==> src/rtl/cif_fmt_pkg.sv <==
// Shared constants, control word field positions and helpers for the
// sample format converter. Samples are left-justified in SMP_W bits.
package cif_fmt_pkg;
    localparam int SMP_W    = 32;   // sample container width
    localparam int WCODE_W  = 3;    // width-code field size
    localparam int CCODE_W  = 3;    // channel-count field size
    localparam int CNT_W    = CCODE_W + 1;
    localparam int WID_W    = 6;    // holds a width of up to 32
    localparam int DITHER_W = 16;

    // control word field positions (other blocks decode the same word)
    localparam int F_AUD_CH   = 24;
    localparam int F_CLI_CH   = 16;
    localparam int F_AUD_BITS = 12;
    localparam int F_CLI_BITS = 8;
    localparam int F_EXPAND   = 6;
    localparam int F_STSEL    = 4;
    localparam int F_DIR      = 2;
    localparam int F_CHOP     = 1;
    localparam int F_MONO     = 0;

    typedef enum logic [1:0] {CH_PASS, CH_DOWN, CH_UP} ch_mode_e;

    // width in bits for a code n: 4*(n+1)
    function automatic logic [WID_W-1:0] code_to_width(input logic [WCODE_W-1:0] code);
        return {1'b0, code, 2'b00} + WID_W'(4);
    endfunction

    // mask covering the top w bits of a sample
    function automatic logic [SMP_W-1:0] keep_mask(input logic [WID_W-1:0] w);
        return {SMP_W{1'b1}} << (WID_W'(SMP_W) - w);
    endfunction
endpackage

==> src/rtl/cif_dither_lfsr.sv <==
// 16-bit maximal-length Fibonacci LFSR used as the dither source.
// Assumes step is asserted once per registered output beat.
module cif_dither_lfsr
    import cif_fmt_pkg::*;
#(
    parameter logic [DITHER_W-1:0] SEED = 16'hACE1
) (
    input  logic                clk,
    input  logic                rst_n,
    input  logic                step,
    output logic [DITHER_W-1:0] state
);
    // advance the register by one position per step
    always_ff @(posedge clk) begin
        if (!rst_n)
            state <= SEED;
        else if (step)
            state <= {state[DITHER_W-2:0], state[15] ^ state[13] ^ state[12] ^ state[10]};
    end


    lfsr_alive_chk: assert property (@(posedge clk) disable iff (!rst_n) state != '0);
endmodule

==> src/rtl/cif_chan_mix.sv <==
// Mix-down selector for two-channel to one-channel conversion.
// Picks the first beat, the second beat, or their signed average.
// Assumes both samples use the same left-justified format.
module cif_chan_mix
    import cif_fmt_pkg::*;
(
    input  logic [SMP_W-1:0] first_i,
    input  logic [SMP_W-1:0] second_i,
    input  logic [1:0]       sel,
    output logic [SMP_W-1:0] mix_o
);
    logic [SMP_W:0] sum;

    // widen to 33 bits, add, and shift right arithmetically by one
    always_comb begin
        sum = {first_i[SMP_W-1], first_i} + {second_i[SMP_W-1], second_i};
        unique case (sel)
            2'd1:    mix_o = second_i;
            2'd2:    mix_o = sum[SMP_W:1];
            default: mix_o = first_i;
        endcase
    end
endmodule

==> src/rtl/cif_width_conv.sv <==
// Combinational sample width converter. It widens with a selectable fill
// and narrows by chopping or by rounding with saturation.
// Assumes widths from 4 to 32 bits, left-justified in the container.
module cif_width_conv
    import cif_fmt_pkg::*;
(
    input  logic [SMP_W-1:0]    smp_i,
    input  logic [WID_W-1:0]    win,
    input  logic [WID_W-1:0]    wout,
    input  logic [1:0]          expand,
    input  logic                chop,
    input  logic [DITHER_W-1:0] dither,
    output logic [SMP_W-1:0]    smp_o
);
    logic [SMP_W-1:0] in_mask, out_mask, kept, fill, half;
    logic [SMP_W:0]   rsum;
    logic             pos_ovf;

    // choose widen, narrow or equal path
    always_comb begin
        in_mask  = keep_mask(win);
        out_mask = keep_mask(wout);
        kept     = smp_i & in_mask;
        unique case (expand)
            2'd1:    fill = '1;
            2'd2:    fill = {dither, dither} >> win;
            default: fill = '0;
        endcase
        half    = SMP_W'(1) << (WID_W'(SMP_W - 1) - wout);
        rsum    = {kept[SMP_W-1], kept} + {1'b0, half};
        pos_ovf = !kept[SMP_W-1] && rsum[SMP_W-1];
        if (wout > win)
            smp_o = kept | (fill & out_mask & ~in_mask);
        else if (wout < win)
            smp_o = chop    ? (kept & out_mask) :
                    pos_ovf ? ({1'b0, {(SMP_W-1){1'b1}}} & out_mask) :
                              (rsum[SMP_W-1:0] & out_mask);
        else
            smp_o = kept;
    end

    // rounding a non-negative sample never makes it negative
    always_comb begin
        if (wout < win && !chop && !smp_i[SMP_W-1]) begin

            round_sign_chk: assert (!smp_o[SMP_W-1]);
        end
    end
endmodule

==> src/rtl/cif_fmt_conv.sv <==
// Streaming sample format converter between an audio device and a routing
// fabric. It decodes the control word, picks the channel mode, converts
// the width and registers one output beat.
// Assumes cfg is constant between resets.
module cif_fmt_conv
    import cif_fmt_pkg::*;
#(
    parameter logic [DITHER_W-1:0] DITHER_SEED = 16'hACE1
) (
    input  logic        clk,
    input  logic        rst_n,
    input  logic [31:0] cfg,
    input  logic        in_valid,
    output logic        in_ready,
    input  logic [31:0] in_data,
    output logic        out_valid,
    input  logic        out_ready,
    output logic [31:0] out_data,
    output logic        out_last
);
    logic                dir_rx;
    logic [WCODE_W-1:0]  in_wcode, out_wcode;
    logic [CCODE_W-1:0]  in_ccode, out_ccode;
    logic [WID_W-1:0]    in_w, out_w;
    logic [CNT_W-1:0]    in_n, out_n;
    ch_mode_e            mode;
    logic                cfg_unused;

    logic [SMP_W-1:0]    hold_q, dup_q, mix_y, conv_in, conv_y;
    logic                hold_v, dup_pend;
    logic [CNT_W-1:0]    pcnt;
    logic [DITHER_W-1:0] dither;
    logic                can_load, in_fire, load_new, load_dup, load, nxt_last;

    assign cfg_unused = ^{cfg[31:27], cfg[23:19], cfg[15], cfg[11], cfg[3]};

    // decode the formats of each side and the channel mode
    always_comb begin
        dir_rx    = cfg[F_DIR];
        in_wcode  = dir_rx ? cfg[F_CLI_BITS +: WCODE_W] : cfg[F_AUD_BITS +: WCODE_W];
        out_wcode = dir_rx ? cfg[F_AUD_BITS +: WCODE_W] : cfg[F_CLI_BITS +: WCODE_W];
        in_ccode  = dir_rx ? cfg[F_CLI_CH +: CCODE_W]   : cfg[F_AUD_CH +: CCODE_W];
        out_ccode = dir_rx ? cfg[F_AUD_CH +: CCODE_W]   : cfg[F_CLI_CH +: CCODE_W];
        in_w      = code_to_width(in_wcode);
        out_w     = code_to_width(out_wcode);
        in_n      = CNT_W'(in_ccode) + CNT_W'(1);
        out_n     = CNT_W'(out_ccode) + CNT_W'(1);
        if (in_n == CNT_W'(2) && out_n == CNT_W'(1))
            mode = CH_DOWN;
        else if (in_n == CNT_W'(1) && out_n == CNT_W'(2))
            mode = CH_UP;
        else
            mode = CH_PASS;
    end

    cif_chan_mix u_mix (
        .first_i  (hold_q),
        .second_i (in_data),
        .sel      (cfg[F_STSEL +: 2]),
        .mix_o    (mix_y)
    );

    assign conv_in = (mode == CH_DOWN) ? mix_y : in_data;

    cif_width_conv u_wconv (
        .smp_i  (conv_in),
        .win    (in_w),
        .wout   (out_w),
        .expand (cfg[F_EXPAND +: 2]),
        .chop   (cfg[F_CHOP]),
        .dither (dither),
        .smp_o  (conv_y)
    );

    cif_dither_lfsr #(.SEED(DITHER_SEED)) u_lfsr (
        .clk   (clk),
        .rst_n (rst_n),
        .step  (load),
        .state (dither)
    );

    // handshake and load decisions
    always_comb begin
        can_load = !out_valid || out_ready;
        unique case (mode)
            CH_DOWN: in_ready = hold_v ? can_load : 1'b1;
            CH_UP:   in_ready = !dup_pend && can_load;
            default: in_ready = can_load;
        endcase
        in_fire  = in_valid && in_ready;
        load_new = in_fire && !(mode == CH_DOWN && !hold_v);
        load_dup = (mode == CH_UP) && dup_pend && can_load;
        load     = load_new || load_dup;
        if (load_dup || mode == CH_DOWN)
            nxt_last = 1'b1;
        else if (mode == CH_UP)
            nxt_last = 1'b0;
        else
            nxt_last = (pcnt == out_n - CNT_W'(1));
    end

    // output register
    always_ff @(posedge clk) begin
        if (!rst_n) begin
            out_valid <= 1'b0;
            out_data  <= '0;
            out_last  <= 1'b0;
        end else if (load) begin
            out_valid <= 1'b1;
            out_data  <= load_dup ? dup_q : conv_y;
            out_last  <= nxt_last;
        end else if (out_ready) begin
            out_valid <= 1'b0;
        end
    end

    // first-channel holding for mix-down
    always_ff @(posedge clk) begin
        if (!rst_n) begin
            hold_v <= 1'b0;
            hold_q <= '0;
        end else if (mode == CH_DOWN && in_fire) begin
            hold_v <= !hold_v;
            if (!hold_v)
                hold_q <= in_data;
        end
    end

    // pending second beat for mono expansion
    always_ff @(posedge clk) begin
        if (!rst_n) begin
            dup_pend <= 1'b0;
            dup_q    <= '0;
        end else if (mode == CH_UP && in_fire) begin
            dup_pend <= 1'b1;
            dup_q    <= cfg[F_MONO] ? conv_y : '0;
        end else if (load_dup) begin
            dup_pend <= 1'b0;
        end
    end

    // output-side frame position for pass-through
    always_ff @(posedge clk) begin
        if (!rst_n)
            pcnt <= '0;
        else if (mode == CH_PASS && load_new)
            pcnt <= nxt_last ? '0 : pcnt + CNT_W'(1);
    end

    // checker state: beats delivered since the last frame end
    logic [CNT_W-1:0] chk_beats;
    always_ff @(posedge clk) begin
        if (!rst_n)
            chk_beats <= '0;
        else if (out_valid && out_ready)
            chk_beats <= out_last ? '0 : chk_beats + CNT_W'(1);
    end


    rst_idle_chk: assert property (@(posedge clk) disable iff (!rst_n)
        $rose(rst_n) |-> (!out_valid && !hold_v && !dup_pend));

    stall_hold_chk: assert property (@(posedge clk) disable iff (!rst_n)
        (out_valid && !out_ready) |=> (out_valid && $stable(out_data) && $stable(out_last)));

    frame_len_chk: assert property (@(posedge clk) disable iff (!rst_n)
        (out_valid && out_ready) |-> (chk_beats < out_n));
endmodule

==> config.mk <==
export PLATFORM = sky130hd
export DESIGN_NAME = cif_fmt_conv
export DESIGN_NICKNAME = d
export VERILOG_FILES = /design/src/rtl/cif_fmt_pkg.sv /design/src/rtl/cif_dither_lfsr.sv /design/src/rtl/cif_chan_mix.sv /design/src/rtl/cif_width_conv.sv /design/src/rtl/cif_fmt_conv.sv
export SDC_FILE = /design/constraint.sdc
export NUM_CORES = 1
export LEC_CHECK = 0
export BUFFER_PORTS_ARGS = -buffer_cell sky130_fd_sc_hd__buf_2
export CORE_MARGIN = 5
export CORE_UTILIZATION = 40
export DETAILED_ROUTE_END_ITERATION = 10
export GPL_ROUTABILITY_DRIVEN = 0
export PLACE_DENSITY = 0.56
export SLEW_MARGIN = 20
export SYNTH_ARGS = -nofsm -noshare
export SYNTH_HDL_FRONTEND = slang
export SYNTH_SLANG_ARGS = --single-unit
export TNS_END_PERCENT = 5
==> constraint.sdc <==
create_clock -name clk -period 15.3 [get_ports clk]
set_clock_uncertainty 0.2 [all_clocks]
set_input_delay 3.06 -clock clk [delete_from_list [all_inputs] [get_ports clk]]
set_output_delay 3.06 -clock clk [all_outputs]
set_load 0.1 [all_outputs]
; ---- After elaboration in Yosys (flattened, before gate mapping)
; Index checks and enable logic that the tools add are counted.
[totals]
ff_bits = 120
inputBits = 68
out_inout_bits = 35
elab_cells = 96
[op_classes]
n_addsub = 11
magnitude_cmp = 2
n_eq_ne = 11
n_shift = 4
mux = 24
n_bitwise = 11
reduce_logical = 24
[ops]
columns = operator, n
row1 = 32-bit two-way mux, 7
row2 = 32-bit AND, 5
row3 = 32-bit one-hot mux with 2 select lines, 2
row4 = "32-bit by 6-bit << shifter with 32-bit output, first input constant", 2
row5 = 32-bit by 32-bit adder with 33-bit output, 1
row6 = 32-bit adder, 1
row7 = 32-bit NOT, 1
row8 = 32-bit bitwise OR, 1
row9 = "1-bit by 6-bit << shifter with 32-bit output, first input constant", 1
row10 = 32-bit by 6-bit >> shifter with 32-bit output, 1
row11 = "5-bit by 3-bit adder with 6-bit output, second input constant", 2
row12 = 1-bit logical AND, 12
row13 = 3-bit two-way mux, 4
row14 = "6-bit subtractor, first input constant", 2
row15 = "3-bit by 1-bit adder with 4-bit output, second input constant", 2
row16 = "4-bit by 1-bit == test with 1-bit output, second input constant", 2
row17 = "4-bit by 2-bit == test with 1-bit output, second input constant", 2
row18 = 1-bit two-way mux, 7
row19 = "2-bit by 1-bit == test with 1-bit output, second input constant", 3
row20 = "2-bit == test, second input constant", 3
row21 = 6-bit greater-than comparator, 1
row22 = 6-bit < comparator, 1
row23 = "5-bit by 6-bit subtractor with 6-bit output, first input constant", 1
row24 = 1-bit zero test, 5
row25 = other kinds (12), 18

; ---- Logic depth before layout (Yosys ltp)
[logic_depth]
word_depth = 16
mapped_depth = 27
mapped_depth_nobuf = 23

; ---- Cells and area by module
; Synthesis repeated with hierarchy kept, for this count alone.
[unflattened]
cells_unflattened = 1794
area_unflattened_um2 = 13631.8
[modules_own_cells]
columns = mod, n_inst, cells_per_inst, area_per_inst_um2, seq_area_each_um2
row1 = cif_fmt_conv, 1, 568, 5418.9, 2082.0
row2 = cif_width_conv, 1, 836, 5317.6, 0.0
row3 = cif_chan_mix, 1, 336, 2264.7, 0.0
row4 = cif_dither_lfsr, 1, 54, 630.6, 320.3

; ---- Worst setup path before layout
; OpenSTA, ideal clock, no wires.
[synth_timing]
path_kind = input-to-output
from = input cfg[2]
to = output in_ready
arrival_time_ns = 6.881
t_required_ns = 12.040
path_slack_ns = 5.159
path_stages = 12
path_buffers = 4
cell_sequence = buf_4 clkbuf_1 mux2i_1 inv_1 ha_1 nor4_1 o21ai_1 clkbuf_1 buf_1 nor2_1 nor2_1 a21oi_1
[synth_via]
elab_chain_cells = 8
word_cells_on_any_way = 15
classes_between = add/sub (2) / eq/ne (6) / mux (5) / reduce/logical (2)
[synth_rtl]
columns = element, line_no
row1 = from (decl), cif_fmt_conv.sv:12  ; input logic [31:0] cfg,
row2 = "3-bit two-way mux, on equally long branches", "cif_fmt_conv.sv:42, cif_fmt_conv.sv:43"
row3 = "3-bit by 1-bit adder with 4-bit output, on equally long branches", "cif_fmt_conv.sv:46, cif_fmt_conv.sv:47"
row4 = 4-bit by 1-bit == test with 1-bit output / 4-bit by 2-bit == test with 1-bit output (equally long branches), cif_fmt_conv.sv:50  ; else if (in_n == CNT_W'(1) && out_n == CNT_W'(2))
row5 = 1-bit logical AND, cif_fmt_conv.sv:50
row6 = 2-bit two-way mux, cif_fmt_conv.sv:50
row7 = 2-bit two-way mux (*), cif_fmt_conv.sv:48  ; if (in_n == CNT_W'(2) && out_n == CNT_W'(1))
row8 = 2-bit == test / 2-bit by 1-bit == test with 1-bit output (equally long branches), cif_fmt_conv.sv:85  ; unique case (mode)
row9 = 1-bit one-hot mux with 2 select lines (*), cif_fmt_conv.sv:85
row10 = to (decl), cif_fmt_conv.sv:14  ; output logic in_ready,
; Every way passes the cells marked *; elsewhere a longest branch is shown, timed or not.

; ---- Worst setup path in the final report
; Same ends and word-level chain as after synthesis.

==> impl_metrics.py <==
metrics = {
    "critical_path": {
        "slowest_stage": "nor4_1",
        "crit_arrival_ns": 6.03,
        "cp-start-kind": "input pin",
        "worstSetupPathType": "in2out",
        "crit_chain": "buf_2, mux2i_1, inv_1, ha_1, nor4_1, o21ai_1, buf_4, nor2_1, nor2_1, a21oi_1, buf_2",
        "critPathMaxStageDelay_ns": 0.49,
        "crit_fanout": 24,
        "required_ns": 12.04,
        "worstSetupEndpointType": "output port",
    },
    "run": {
        "maxCapViolCount": 0,
    },
    "hold_path": {
        "holdCritPathClass": "reg2reg",
    },
    "yosys": {
        "synthAdderAreaFrac_pct": 7.18,
        "synth_nets": 1625,
        "yosys-top-cells-area": "dfxtp_1, nand2_1, ha_1, a21oi_1, o21ai_0",
        "synth_top_family_by_area": "compound AO/OA/AOI/OAI gates",
        "synth_cell_type_count": 92,
        "synth_compound_area_share_pct": 35.5,
        "synthMuxAreaShare_pct": 3.53,
        "async_flop_share_pct": 0,
        "yosys_warnings": 0,
        "synth-simple-area-share_pct": 23.7,
        "yosysTopAreaCell": "dfxtp_1",
        "synth-main-ff-cell": "dfxtp_1",
        "netlist_instances": 1495,
        "yosys-top-cells-count": "nand2_1, dfxtp_1, a21oi_1, nor2_1, o21ai_0",
        "synth-xor-area-share_pct": 2.49,
        "synth_top_cell_area_share_pct": 22.0,
        "post_synth.cell_area_avg_um2": 7.30,
        "ys_seq_elements": 120,
        "synth_edf_count": 0,
        "yosysSeqAreaShare_pct": 22.0,
        "syn_area_um2": 10900,
        "synth_most_common_cell": "nand2_1",
    },
    "clocking": {
        "cts_buffers": 17,
        "cts-root-buf": "clkbuf_16",
        "cts.sinks": 120,
        "htreeDepth": 4,
        "ctsResizeCount": 0,
        "clk_latency_ns": 0.44,
        "post-cts-setup-buffer-count": 0,
        "cts_hold_buffers": 0,
        "clk_pin_slew_ns": 0.06,
        "cts_max_path_buffers": 2,
        "cts_tree": "done",
    },
    "timing": {
        "finalMaxSlewViolations": 0,
        "setup_tns_ns": 0,
        "max-slew-margin-rel_pct": 36.2,
        "final-setup-viol-count": 0,
        "period_share_pct": 60.7,
        "hold_ws_ns": 0.251,
        "fmax_mhz": 108,
        "min_period_ns": 9.29,
        "finalHoldViolCount": 0,
        "tightest_slew_ns": 0.954,
        "rsz0062_at_grt": "no",
    },
    "floorplan": {
        "dieArea_um2": 30700,
        "core_area_um2": 26900,
        "ios": 103,
        "rows": 60,
        "die_x_um": 175,
        "die_y_um": 175,
        "initial_core_util_pct": 40.6,
    },
    "drt": {
        "wl_per_cell_um": 20.7,
        "via_per_inst": 6.24,
        "num_vias": 11692,
        "drc": 0,
        "wl_um": 38900,
        "antenna_left": 0,
        "dr.pass1.iters": 5,
        "drt_iter0_drc": 1103,
    },
    "final_layout": {
        "syn_to_final_growth_pct": 10.4,
        "multiInputGateArea_um2": 7920,
        "num-nets-final": 1649,
        "n_fill_cell": 2831,
        "insertedDiodeCount": 0,
        "drive_above_1_share_pct": 13.3,
        "final_cells": 1873,
        "postLayoutCellArea_um2": 12000,
        "regArea_um2": 2400,
    },
    "placement": {
        "dp_hpwl_um": 28600,
        "io_buffers": 89,
        "placedCellCount": 1841,
        "placed_cell_area_um2": 11500,
    },
    "grt": {
        "grt_usage_pct": 24.8,
        "grt-ovfl-total": 0,
        "grt_pass1_vias": 10950,
        "grt_pass1_wl_um": 61300,
        "grt_max_degree": 89,
        "antenna_found_initial": 0,
    },
    "outcome": {
        "outcome": "complete, no violations",
    },
    "power": {
        "leakage_uw": 0.00474,
        "power_density_nw_per_um2": 91.7,
        "ir_drop_mv": 0.0732,
    },
}
-- layout by cell type (no fill, tap or decap), types with 44 or more instances in the layout --
cell	count
a31oi_1	44
nand3_1	48
nor2_1	103
nand2_1	229
a21oi_1	104
buf_2	89
o21ai_0	90
ha_1	61
dfxtp_1	120
-- critical path: cells and delay by family --
family,cells,cell delay [ns]
AND/OR/NAND/NOR,3,0.75
multiplexers,1,0.42
adder cells (fa/ha/maj),1,0.26
buffers and inverters,4,1.21
AO/OA/AOI/OAI,2,0.32
-- cell type report --
cell class	count	area share, %
clock buffer	19	3.68
clock inverter	13	0.790
inverter	45	1.40
multi-input combinational	1227	65.8
sequential	120	19.9
tap	341	3.54
timing repair buffer	108	4.88
-- kinds of logic (layout without fill, tap and decap cells) --
kind of cell / after synthesis / count (layout)
AOI/OAI and AO/OA: 554 / 554
xor gates and xnor gates: 31 / 31
adders and majority gates: 62 / 62
buffers and inverters: 148 / 185
DFF: 120 / 120
muxes: 37 / 37
and+or+nand+nor: 543 / 543
-- per-layer routing --
layer | part of all wire, % | GRT usage [%]
met5 | 0 | 0
met4 | 3.0 | 8.25
met3 | 7.4 | 3.83
met2 | 45 | 39.0
met1 | 45 | 34.6
-- flip-flops by register name (all words and copies together) (netlist names) --
register and cells:
dup_q 32, u_lfsr.state 16, hold_v 1, out_data 32, hold_q 32, dup_pend 1, out_last 1, out_valid 1
pcnt 4
-- where the power goes --
| group | total (µW) | internal (µW) | switching [µW] |
|---|---|---|---|
| logic | 378 | 105 | 273 |
| registers | 338 | 326 | 11.5 |
| clock network | 389 | 212 | 177 |
| total | 1100 | 644 | 461 |
-- path summary, 6_finish.rpt --
kind | from | endpoint | slack, ns | cells past startpoint
setup reg to reg | hold_q[2] | dup_q[4] | 9.26 | 21
hold reg to reg | dup_q[26] | dup_q[26] | 0.25 | 2
hold / removal | dup_q[26] | dup_q[26] | 0.25 | 2
setup / recovery | cfg[2] | in_ready | 6.01 | 11
-- stage by stage --
| stage | total power (µW) | utilization, % | setup slack (ns) |
|---|---|---|---|
| 2_1_floorplan | 617 | - | 5.16 |
| 3_3_place_gp | 713 | 42.8 | 6.02 |
| 3_5_place_dp | 716 | 42.8 | 5.96 |
| 4_1_cts | 1110 | 44.8 | 6.01 |
| 5_1_grt | 1150 | 44.8 | 5.72 |
| 6_report | 1100 | 44.8 | 6.01 |
Power figures use the tool's default switching activity.
